$ cat config.mk
export PLATFORM = sky130hd
export DESIGN_NAME = trace_chk_datapath
export DESIGN_NICKNAME = d
export VERILOG_FILES = /design/src/rtl/tchk_pkg.sv /design/src/rtl/trace_chk_compare.sv /design/src/rtl/trace_chk_datapath.sv
export SDC_FILE = /design/constraint.sdc
export NUM_CORES = 1
export LEC_CHECK = 0
export ABC_AREA = 1
export BUFFER_PORTS_ARGS = -buffer_cell sky130_fd_sc_hd__buf_2
export CELL_PAD_IN_SITES_DETAIL_PLACEMENT = 1
export CELL_PAD_IN_SITES_GLOBAL_PLACEMENT = 1
export CORE_AREA = 2 2 229 231
export CTS_BUF_LIST = sky130_fd_sc_hd__clkbuf_4
export DETAILED_ROUTE_END_ITERATION = 7
export DIE_AREA = 0 0 231 233
export PLACE_DENSITY = 0.78
export SYNTH_ARGS = -nofsm -noshare
export SYNTH_HDL_FRONTEND = slang
export SYNTH_HIERARCHICAL = 1
export SYNTH_SLANG_ARGS = --single-unit
$ cat constraint.sdc
create_clock -name clk -period 1.35 [get_ports clk]
set_input_delay 0 -clock clk [delete_from_list [all_inputs] [get_ports clk]]
set_output_delay 0 -clock clk [all_outputs]
set_load 0.01 [all_outputs]
$ cat src/rtl/tchk_pkg.sv
package tchk_pkg;

  typedef enum logic [2:0] {
    ERR_NONE        = 3'd0,
    ERR_ADDR_ORDER  = 3'd1,
    ERR_STEP_ORDER  = 3'd2,
    ERR_READ_DIFF   = 3'd3,
    ERR_RAM_NONZERO = 3'd4,
    ERR_ROM_NO_INIT = 3'd5,
    ERR_ROM_REWRITE = 3'd6
  } err_code_e;

  typedef enum logic {
    REGION_RAM = 1'b0,
    REGION_ROM = 1'b1
  } region_e;

  // Control to datapath strobes
  typedef struct packed {
    logic loadSeed;
    logic takeBeat;
    logic freshAddr;
  } tchk_strobe_t;

  // Datapath to control comparison results
  typedef struct packed {
    logic addrSame;
    logic addrBelow;
    logic stepNotAbove;
    logic valueMatch;
    logic valueZero;
  } tchk_cmp_t;

endpackage

$ cat src/rtl/trace_chk_compare.sv
module trace_chk_compare #(
  parameter int ADDR_W = 64,
  parameter int STEP_W = 64,
  parameter int DATA_W = 64
) (
  input  logic [ADDR_W-1:0] curAddr,
  input  logic [STEP_W-1:0] curStep,
  input  logic [DATA_W-1:0] curValue,
  input  logic [ADDR_W-1:0] prevAddr,
  input  logic [STEP_W-1:0] prevStep,
  input  logic [DATA_W-1:0] prevValue,
  output tchk_pkg::tchk_cmp_t cmpOut
);
  localparam logic [DATA_W-1:0] ZeroValue = '0;

  always_comb begin
    cmpOut.addrSame     = (curAddr == prevAddr);
    cmpOut.addrBelow    = (curAddr < prevAddr);
    cmpOut.stepNotAbove = (curStep <= prevStep);
    cmpOut.valueMatch   = (curValue == prevValue);
    cmpOut.valueZero    = (curValue == ZeroValue);
  end
endmodule

$ cat src/rtl/trace_chk_datapath.sv
module trace_chk_datapath #(
  parameter int ADDR_W = 64,
  parameter int STEP_W = 64,
  parameter int DATA_W = 64
) (
  input  logic                   clk,
  input  logic                   rstN,
  input  tchk_pkg::tchk_strobe_t strobeBus,
  input  logic [ADDR_W-1:0]      seedAddr,
  input  logic [STEP_W-1:0]      seedStep,
  input  logic [DATA_W-1:0]      seedValue,
  input  logic [ADDR_W-1:0]      inAddr,
  input  logic [STEP_W-1:0]      inStep,
  input  logic [DATA_W-1:0]      inValue,
  output logic [ADDR_W-1:0]      lastAddr,
  output logic [STEP_W-1:0]      lastStep,
  output logic [DATA_W-1:0]      lastValue,
  output logic                   addrChanged,
  output tchk_pkg::tchk_cmp_t    cmpBus
);
  logic [ADDR_W-1:0] heldAddr;
  logic [STEP_W-1:0] heldStep;
  logic [DATA_W-1:0] heldValue;
  logic              heldFresh;

  trace_chk_compare #(
    .ADDR_W(ADDR_W), .STEP_W(STEP_W), .DATA_W(DATA_W)
  ) cmp_i (
    .curAddr  (inAddr),
    .curStep  (inStep),
    .curValue (inValue),
    .prevAddr (heldAddr),
    .prevStep (heldStep),
    .prevValue(heldValue),
    .cmpOut   (cmpBus)
  );

  always_ff @(posedge clk or negedge rstN) begin
    if (!rstN) begin
      heldAddr  <= '0;
      heldStep  <= '0;
      heldValue <= '0;
      heldFresh <= 1'b0;
    end else if (strobeBus.loadSeed) begin
      heldAddr  <= seedAddr;
      heldStep  <= seedStep;
      heldValue <= seedValue;
      heldFresh <= 1'b0;
    end else if (strobeBus.takeBeat) begin
      heldAddr  <= inAddr;
      heldStep  <= inStep;
      heldValue <= inValue;
      heldFresh <= strobeBus.freshAddr;
    end
  end

  assign lastAddr    = heldAddr;
  assign lastStep    = heldStep;
  assign lastValue   = heldValue;
  assign addrChanged = heldFresh;
endmodule

==> results of run 1 <==
==> metrics by stage <==
stage | worst slack (ps) | instance area, sq um | setup TNS, ps | util [%]
2_1_floorplan | -105 | 13200 | -246 | -
3_5_place_dp | -636 | 18300 | -1770 | 35.8
3_3_place_gp | -539 | 18300 | -1540 | 35.8
==> kinds of logic after synthesis <==
| family | synth area share (%) |
|---|---|
| AND/OR/NAND/NOR | 35.0 |
| buffers and inverters | 9.24 |
| flip-flops | 36.6 |
| adder cells (fa/ha/maj) | 12.2 |
| AO/OA/AOI/OAI | 3.58 |
| XOR/XNOR | 3.39 |
==> flow_summary.yaml, run 1 <==
synth:
  yosys.area.top_type: "dfrtp_1"
  yosysTopAreaCellShare_pct: 36.6
  yosysWarningCount: 6
  syn-instance-count: 1756
  syn_nets: 2273
  avgSynthCellArea_sq_um: 7.51
  synthDistinctLibCells: 35
  synth-main-ff-cell: "dfrtp_1"
  yosysMostFrequentCell: "nand2_1"
  synth_area_sq_mm: 0.0132
  ys_ff_latch: 193
  async_reset_ff_share_pct: 100
  synth_common_cells: "nand2_1, nand3_1, dfrtp_1"
  seq_area_frac_synth_pct: 36.6
  synth-edff-count: 0
  ys_top_cells_by_area: "dfrtp_1, nand3_1, nand2_1, ha_1, inv_1"
status:
  firstError: "[ERROR RSZ-0060] Max buffer count reached."
  haltStage: "clock tree synthesis"
  status: "aborted with a tool error"
cts:
  clk_path_buf_depth: 2
  post_cts_buffers: 38
  htreeDepth: 4
  postCtsHoldBufs: 641
  cts-root-buf: "clkbuf_4"
  cts_resized: 357
  clock_sinks: 193
  cts_buffers: 17
floorplanning:
  ios: 587
  fp.dieW_um: 231
  die_h_um: 233
  start_util_pct: 25.8
  rows: 83
placement:
  gp_congestion: 0.965
  dp.cells: 3158
  io_buffers: 586
  dp_hpwl_mm: 47.4
==> inputs of run 2 (changes only) <==
--- a/config.mk
+++ b/config.mk
@@ -7,13 +7,10 @@
 export LEC_CHECK = 0
 export ABC_AREA = 1
 export BUFFER_PORTS_ARGS = -buffer_cell sky130_fd_sc_hd__buf_2
-export CELL_PAD_IN_SITES_DETAIL_PLACEMENT = 1
-export CELL_PAD_IN_SITES_GLOBAL_PLACEMENT = 1
-export CORE_AREA = 2 2 229 231
-export CTS_BUF_LIST = sky130_fd_sc_hd__clkbuf_4
+export CORE_MARGIN = 2
+export CORE_UTILIZATION = 25
 export DETAILED_ROUTE_END_ITERATION = 7
-export DIE_AREA = 0 0 231 233
-export PLACE_DENSITY = 0.78
+export PLACE_DENSITY_LB_ADDON = 0.15
 export SYNTH_ARGS = -nofsm -noshare
 export SYNTH_HDL_FRONTEND = slang
 export SYNTH_HIERARCHICAL = 1
==> constraint.sdc (replaced) <==
create_clock -name clk -period 1.76 [get_ports clk]
set_input_delay 0 -clock clk [delete_from_list [all_inputs] [get_ports clk]]
set_output_delay 0 -clock clk [all_outputs]
set_load 0.01 [all_outputs]
==> run 2 against run 1 <==
The flow now finishes, with violations (setup timing). Synthesized cell count did not move. Area after synthesis is the same.
==> flow_summary.yaml, run 2 <==
status:
  status: "complete, but fails checks"
  violations: "setup timing"
timing:
  grt_setup_unrepaired: "yes"
  whs_ps: 109
  final_max_slew_viol_count: 0
  clock_skew_ps: 0
  fin_crit_sh_pct: 125
  setup_viol: 4
  timing.fmax_mhz: 453
  slew_headroom_pct: 41.5
  fin_crit_ps: 2210
  final_hold_viol_count: 0
  fin_ws_ps: -447
  tns_ps: -1540
  max_slew.worst_pin.slew_ps: 877
final_layout:
  drive_above_1_share_pct: 28.7
  finalNonFillerCells: 3471
  utilization_pct: 42.5
  finalInstanceArea_sq_mm: 0.0222
  final_cell_mix: "buf_2, nand2_1, nand3_1"
  final_common_cell: "buf_2"
  syn_to_final_growth_pct: 68.8
  fillers: 5413
  nets: 3279
floorplanning:
  fp.dieArea_sq_mm: 0.0546
  fp.dieW_um: 234
  die_h_um: 234
  core_sq_mm: 0.0523
  start_util_pct: 25.2
  ios: 587
  rows: 84
synth:
  synth-edff-count: 0
  yosysTopAreaCellShare_pct: 36.6
  synth_area_sq_mm: 0.0132
  yosysWarningCount: 6
  syn_nets: 2273
  synth-main-ff-cell: "dfrtp_1"
  async_reset_ff_share_pct: 100
  syn-instance-count: 1756
  avgSynthCellArea_sq_um: 7.51
  yosysMostFrequentCell: "nand2_1"
  ys_ff_latch: 193
  yosys.area.top_type: "dfrtp_1"
  synth_common_cells: "nand2_1, nand3_1, dfrtp_1"
  synthDistinctLibCells: 35
  ys_top_cells_by_area: "dfrtp_1, nand3_1, nand2_1, ha_1, inv_1"
  seq_area_frac_synth_pct: 36.6
cts:
  htreeDepth: 4
  cts-root-buf: "clkbuf_16"
  clk_pin_slew_ps: 70
  clk_path_buf_depth: 2
  clock_sinks: 193
  clock_latency_ps: 490
  cts_buffers: 17
  tritoncts: "done"
detailed_routing:
  drt_pass1_iterations: 5
  num_vias: 16200
  viasPerCell: 4.66
  ant_nets: 0
  route.detailed.drc: 0
  drt_iter0_drc: 867
  post_drt_wl_per_cell_um: 17.6
  wirelength_mm: 61.0
placement:
  place_ws_ps: -161
  io_buffers: 586
  placedInstanceArea_sq_mm: 0.0171
  dp_hpwl_mm: 43.8
  dp.cells: 3018
  gp_congestion: 0.870
power_and_ir_drop:
  power_density_mw_per_mm2: 666
  p_leak_nw: 11.5
  ir_worst_vdd_mv: 0.694
  fin_total_pwr_mw: 14.8
worst_setup_path:
  cp_max_fo: 2
  rrSetupSlack_ps: 330
  reg2regPathDepth: 5
  cp-start-kind: "flip-flop"
  arrival_ps: 2210
  critPathCaptureType: "output port"
  required_ps: 1760
  path_class: "flip-flop to output port"
grt:
  grt_pass1_wl_mm: 91.8
  overflow: 0
  grt_max_degree: 123
  antenna_found_initial: 15
  grt_use_total_pct: 22.0
  grt_pass1_vias: 16300
job:
  max-cap-violations: 0
worst_hold_path:
  hold-path-cell-count: 5
  holdCritPathClass: "input port to flip-flop"
run 2: cells by family (layout without fill, tap and decap cells):
| group | Yosys count | count (layout) | share of synthesized area [%] |
|---|---|---|---|
| xor gates and xnor gates | 51 | 51 | 3.39 |
| adders and majority gates | 128 | 128 | 12.2 |
| other | 0 | 8 | 0 |
| and+or+nand+nor | 1044 | 1044 | 35.0 |
| buffers and inverters | 252 | 1271 | 9.24 |
| DFF | 193 | 193 | 36.6 |
| AOI/OAI and AO/OA | 88 | 88 | 3.58 |
run 2: critical path, cell delays in order (launching register included):
cell,delay (ps)
dfrtp_1,370
inv_1,50
ha_1,270
nand2_2,70
nor4_4,310
nand2_2,120
nor3_4,170
nand2_1,80
nand2_1,70
nand2_2,80
buf_6,130
run 2: worst paths after layout:
kind	startpoint	end
max	lastStep[48]	cmpBus[2]
min	strobeBus[2]	addrChanged
max reg2reg	lastAddr[63]	lastAddr[63]
min reg2reg	addrChanged	addrChanged
max in group asynchronous	rstN	lastValue[2]
min in group asynchronous	rstN	lastStep[57]
run 2: timing repair:
| item | CTS | global route |
|---|---|---|
| setup buffers | 12 | 12 |
| resized for setup | 44 | 31 |
| endpoints found under the hold margin | 386 | 0 |
| hold buffers | 389 | 0 |
| pin swaps | 20 | 23 |
| endpoints found under the setup margin | 4 | 4 |
run 2: per-layer routing:
| metal | share of wire [%] | GRT usage, % |
|---|---|---|
| met1 | 41 | 26.0 |
| met2 | 48 | 37.8 |
| met3 | 7.6 | 6.60 |
| met4 | 2.8 | 7.56 |
| met5 | 0.14 | 0 |
run 2: layout make-up:
cell class / instances / area [sq um] / area share, %
diodes: 8 / 20.0 / 0.0900
clock buffers: 17 / 425 / 1.91
clock inverters: 15 / 203 / 0.911
inverters: 166 / 628 / 2.82
multi-input cells: 1311 / 7520 / 33.8
flip-flops and latches: 193 / 4830 / 21.7
well taps: 688 / 861 / 3.87
repair buffers: 1073 / 7760 / 34.9
run 2: power breakdown:
group          leakage (nW)  switching [mW]  internal, mW
sequential             2.34           0.333          4.85
combinational          8.83            2.55          2.58
clock                 0.305            2.11          2.40
Power figures use the tool's default switching activity.
==> inputs of run 3 (changes only) <==
--- a/config.mk
+++ b/config.mk
@@ -7,10 +7,11 @@
 export LEC_CHECK = 0
 export ABC_AREA = 1
 export BUFFER_PORTS_ARGS = -buffer_cell sky130_fd_sc_hd__buf_2
-export CORE_MARGIN = 2
-export CORE_UTILIZATION = 25
+export CORE_AREA = 2 2 226 228
 export DETAILED_ROUTE_END_ITERATION = 7
-export PLACE_DENSITY_LB_ADDON = 0.15
+export DIE_AREA = 0 0 228 230
+export PLACE_DENSITY = 0.59
+export REMOVE_ABC_BUFFERS = 1
 export SYNTH_ARGS = -nofsm -noshare
 export SYNTH_HDL_FRONTEND = slang
 export SYNTH_HIERARCHICAL = 1
==> run 3 against run 2 <==
The run still ends with setup timing left. Flip-flop and latch count did not move. Clock power shrank 4%. Register-to-register slack lost 60 ps. First-iteration DRC count grew 18%. Final cell count is 0.35% lower. Core utilization up 2.2 points. Largest cell class unchanged. Count of clock-buffer cells in the layout grew 5. Largest power group unchanged. Global-route usage fell by 0.080 points.
==> flow_summary.yaml, run 3 (synthesis gave the netlist of run 2 again) <==
timing:
  final_hold_viol_count: 0
  grt_setup_unrepaired: "yes"
  fin_crit_sh_pct: 128
  clock_skew_ps: 0
  timing.fmax_mhz: 443
  slew_headroom_pct: 60.7
  final_max_slew_viol_count: 0
  whs_ps: 65.6
  fin_crit_ps: 2260
  fin_ws_ps: -498
  setup_viol: 4
  max_slew.worst_pin.slew_ps: 589
  tns_ps: -1690
cts:
  clock_sinks: 193
  htreeDepth: 4
  tritoncts: "done"
  clk_pin_slew_ps: 70
  clk_path_buf_depth: 2
  cts_buffers: 17
  cts-root-buf: "clkbuf_16"
  clock_latency_ps: 500
placement:
  place_ws_ps: -310
  gp_congestion: 0.980
  io_buffers: 586
  dp_hpwl_mm: 41.6
grt:
  grt_use_total_pct: 21.9
  grt_max_degree: 100
  gr-usage-met3_pct: 5.47
  overflow: 0
  grt_pass1_vias: 16800
  use_met1_pct: 25.4
  grt_pass1_wl_mm: 90.4
  antenna_found_initial: 10
  busiest_layer: "met2"
  grtUsageMet2_pct: 37.3
power_and_ir_drop:
  power_density_mw_per_mm2: 656
  p_leak_nw: 11.4
  ir_worst_vdd_mv: 0.653
  fin_total_pwr_mw: 14.6
worst_setup_path:
  arrival_ps: 2260
  cp-start-kind: "flip-flop"
  cp_max_fo: 2
  required_ps: 1760
  path_class: "flip-flop to output port"
  critPathCaptureType: "output port"
status:
  status: "complete, but fails checks"
  violations: "setup timing"
final_layout:
  fillers: 4889
  final_cell_mix: "buf_2, nand2_1, dlygate4sd3_1"
  utilization_pct: 44.7
  syn_to_final_growth_pct: 69.2
  final_common_cell: "buf_2"
  nets: 3283
  drive_above_1_share_pct: 28.3
detailed_routing:
  ant_nets: 0
  num_vias: 16600
  drt_iter0_drc: 1023
  viasPerCell: 4.79
  wirelength_mm: 58.9
  route.detailed.drc: 0
  drt_pass1_iterations: 6
  post_drt_wl_per_cell_um: 17.0
floorplanning:
  rows: 82
  start_util_pct: 26.4
  core_sq_mm: 0.0499
  ios: 587
  die_h_um: 230
  fp.dieArea_sq_mm: 0.0524
  fp.dieW_um: 228
job:
  max-cap-violations: 0
worst_hold_path:
  holdCritPathClass: "input port to asynchronous set/reset pin"
==> run 3: changes by cell type in the layout (fill, tap and decap cells not counted), sizes merged, moves of 2 or more <==
cell | before | now
clkbuf | 18 | 23
inv | 171 | 167
dlygate4sd3 | 388 | 409
clkinv | 4 | 2
buf | 684 | 667
diode | 8 | 10
==> run 3: worst max-delay path, stage by stage, from the launching register on <==
cell	delay [ps]
dfrtp_1	370
inv_2	50
ha_4	260
nand2_2	70
nor4_4	340
nand2_2	120
nor3_2	110
buf_4	140
nand2_1	50
nand2_1	50
nand2_1	60
buf_6	130
==> run 3: repair_timing <==
action,CTS,global route
gates cloned,0,0
hold buffers,409,0
setup endpoints to repair,4,4
setup buffers,11,4
endpoints found under the hold margin,386,0
pin swaps,18,11
gates resized for setup,49,38
==> run 3: final timing paths <==
path,start,to,slack [ps],depth (start not counted)
max,lastStep[55],cmpBus[2],-500,11
max reg2reg,lastAddr[43],lastAddr[43],270,5
min reg2reg,addrChanged,addrChanged,490,2
min,rstN,lastValue[32],70,2
min in group clk,strobeBus[1],addrChanged,250,4
max in group asynchronous,rstN,lastAddr[63],980,3
==> run 3: routing by layer <==
| layer | vias to the layer above | wire [um] |
|---|---|---|
| li1 | 7825 | - |
| met1 | 7805 | 23300 |
| met2 | 774 | 28400 |
| met3 | 154 | 4350 |
| met4 | 2 | 2840 |
| met5 | - | 13 |
==> run 3: power by group <==
| group | internal [mW] | leakage (nW) | switching, mW |
|---|---|---|---|
| logic | 2.56 | 8.81 | 2.55 |
| clock network | 2.37 | 0.295 | 1.96 |
| registers | 4.85 | 2.34 | 0.349 |
==> run 3: final cells by class <==
| type | count | area (sq um) | area share (%) |
|---|---|---|---|
| Inverter | 166 | 628 | 2.82 |
| Sequential cell | 193 | 4830 | 21.7 |
| Tap cell | 672 | 841 | 3.77 |
| Clock inverter | 8 | 128 | 0.572 |
| Clock buffer | 22 | 484 | 2.17 |
| Antenna cell | 10 | 25.0 | 0.112 |
| Multi-Input combinational cell | 1311 | 7550 | 33.8 |
| Timing Repair Buffer | 1077 | 7830 | 35.1 |
==> run 3: stage by stage <==
| step | cell area, sq um | instances |
|---|---|---|
| after floorplan | 12600 | 1670 |
| after global placement | 17000 | 2995 |
| after detailed placement | 17000 | 2995 |
| after CTS | 22000 | 3445 |
| after global routing | 22300 | 3458 |
| final | 22300 | 3459 |
==> inputs of run 4 (changes only) <==
--- a/config.mk
+++ b/config.mk
@@ -10,7 +10,8 @@
 export CORE_AREA = 2 2 226 228
 export DETAILED_ROUTE_END_ITERATION = 7
 export DIE_AREA = 0 0 228 230
-export PLACE_DENSITY = 0.59
+export PLACE_DENSITY = 0.61
+export RECOVER_POWER = 100
 export REMOVE_ABC_BUFFERS = 1
 export SYNTH_ARGS = -nofsm -noshare
 export SYNTH_HDL_FRONTEND = slang
==> constraint.sdc (replaced) <==
create_clock -name clk -period 1.8 [get_ports clk]
set_input_delay 0 -clock clk [delete_from_list [all_inputs] [get_ports clk]]
set_output_delay 0 -clock clk [all_outputs]
set_load 0.01 [all_outputs]
==> run 4 against run 3 <==
The run ends with capacitance limit, slew limit, setup timing left. Critical path type unchanged. Largest cell class is now multi-input combinational cells. Wire length rose by 1.6%. Clock power decreased by 2%. Power fell by 2.4%. Core utilization is 0.60 points lower.
==> flow_summary.yaml, run 4 (synthesis gave the netlist of run 2 again) <==
floorplanning:
  fp.dieW_um: 228
  rows: 82
  die_h_um: 230
  ios: 587
  fp.dieArea_sq_mm: 0.0524
  start_util_pct: 26.4
  core_sq_mm: 0.0499
detailed_routing:
  wirelength_mm: 59.8
  drt_iter0_drc: 1139
  drt_pass1_iterations: 8
  post_drt_wl_per_cell_um: 17.3
  route.detailed.drc: 0
  ant_nets: 0
  num_vias: 16500
  viasPerCell: 4.77
cts:
  htreeDepth: 4
  clock_latency_ps: 480
  cts-root-buf: "clkbuf_16"
  cts_buffers: 17
  clk_pin_slew_ps: 80
  clock_sinks: 193
  tritoncts: "done"
  clk_path_buf_depth: 2
job:
  max-cap-violations: 1
status:
  status: "complete, but fails checks"
  violations: "capacitance limit, slew limit, setup timing"
power_and_ir_drop:
  power_density_mw_per_mm2: 649
  ir_worst_vdd_mv: 0.506
  p_leak_nw: 10.9
  fin_total_pwr_mw: 14.3
worst_setup_path:
  required_ps: 1800
  path_class: "flip-flop to output port"
  cp-start-kind: "flip-flop"
  cp_max_fo: 3
  arrival_ps: 2400
  critPathCaptureType: "output port"
final_layout:
  syn_to_final_growth_pct: 67.0
  final_cell_mix: "nand2_1, nand3_1, buf_2"
  final_common_cell: "nand2_1"
  regArea_sq_mm: 0.00483
  fillers: 5009
  nets: 3284
  multi_input_area_sq_mm: 0.00757
  drive_above_1_share_pct: 22.4
  finalInstanceArea_sq_mm: 0.0220
timing:
  final_max_slew_viol_count: 54
  fin_crit_ps: 2400
  timing.fmax_mhz: 416
  final_hold_viol_count: 0
  fin_crit_sh_pct: 134
  clock_skew_ps: 0
  max_slew.worst_pin.slew_ps: 1740
  fin_ws_ps: -604
  tns_ps: -27590
  slew_headroom_pct: -16.2
  setup_viol: 80
  grt_setup_unrepaired: "yes"
grt:
  overflow: 0
  grt_use_total_pct: 22.4
  grt_max_degree: 108
  antenna_found_initial: 15
  grt_pass1_wl_mm: 92.4
  grt_pass1_vias: 17100
placement:
  gp_congestion: 0.976
  io_buffers: 586
  placedInstanceArea_sq_mm: 0.0172
  dp_hpwl_mm: 42.1
worst_hold_path:
  holdCritPathClass: "input port to flip-flop"
[run 4: metal layers]
metal / up-vias / part of all wire (%) / global-route usage, %
li1: 7810 / - / -
met1: 7756 / 40 / 25.9
met2: 788 / 48 / 37.6
met3: 168 / 7.3 / 5.93
met4: 4 / 4.9 / 12.7
met5: - / 0.040 / 0
[run 4: worst paths after layout]
path / startpoint / to / slack [ps] / cells past startpoint
setup / recovery: lastAddr[31] / cmpBus[4] / -600 / 9
hold / removal: strobeBus[2] / addrChanged / 250 / 5
setup reg to reg: lastAddr[31] / lastAddr[31] / 350 / 5
hold reg to reg: addrChanged / addrChanged / 480 / 2
max in group asynchronous: rstN / lastValue[13] / 180 / 3
min in group asynchronous: rstN / lastValue[62] / 530 / 2
[run 4: power by group]
part	internal (mW)	leakage, nW	switching (mW)	total, mW
Clock	2.25	0.290	2.01	4.26
Sequential	4.74	2.34	0.340	5.08
Combinational	2.40	8.27	2.54	4.94
Total	9.39	10.9	4.89	14.3
[run 4: timing repair]
item,in CTS,in global routing
endpoints found under the hold margin,386,0
pin swaps,19,29
setup endpoints to repair,4,4
buffers inserted,9,14
resized for setup,46,52
hold buffers,387,0
[run 4: worst max-delay path, stage by stage, from the launching register on]
cell and delay [ps]:
dfrtp_1 360, inv_1 50, ha_1 300, nand2_2 90
nor3_2 210, and3_4 230, nand4_1 220, nor3_2 180
buf_4 170, buf_6 110
[run 4: cell type report]
type	count	area share [%]
clock buffers	19	2.01
clock inverters	13	0.790
diodes	13	0.148
flip-flops and latches	193	21.9
repair buffers	1078	34.0
well taps	672	3.82
inverters	166	2.87
multi-input cells	1311	34.4
[run 4: per-stage QoR]
stage	hold WS, ps	std cells	utilization, %	setup slack, ps
floorplan	-296	1670	-	-456
global placement	-0.152	3010	34.5	-251
CTS	54.0	3438	44.0	-727
detailed placement	1.15	3010	34.5	-342
finish	253	3465	44.1	-604
global route	269	3463	44.1	-742
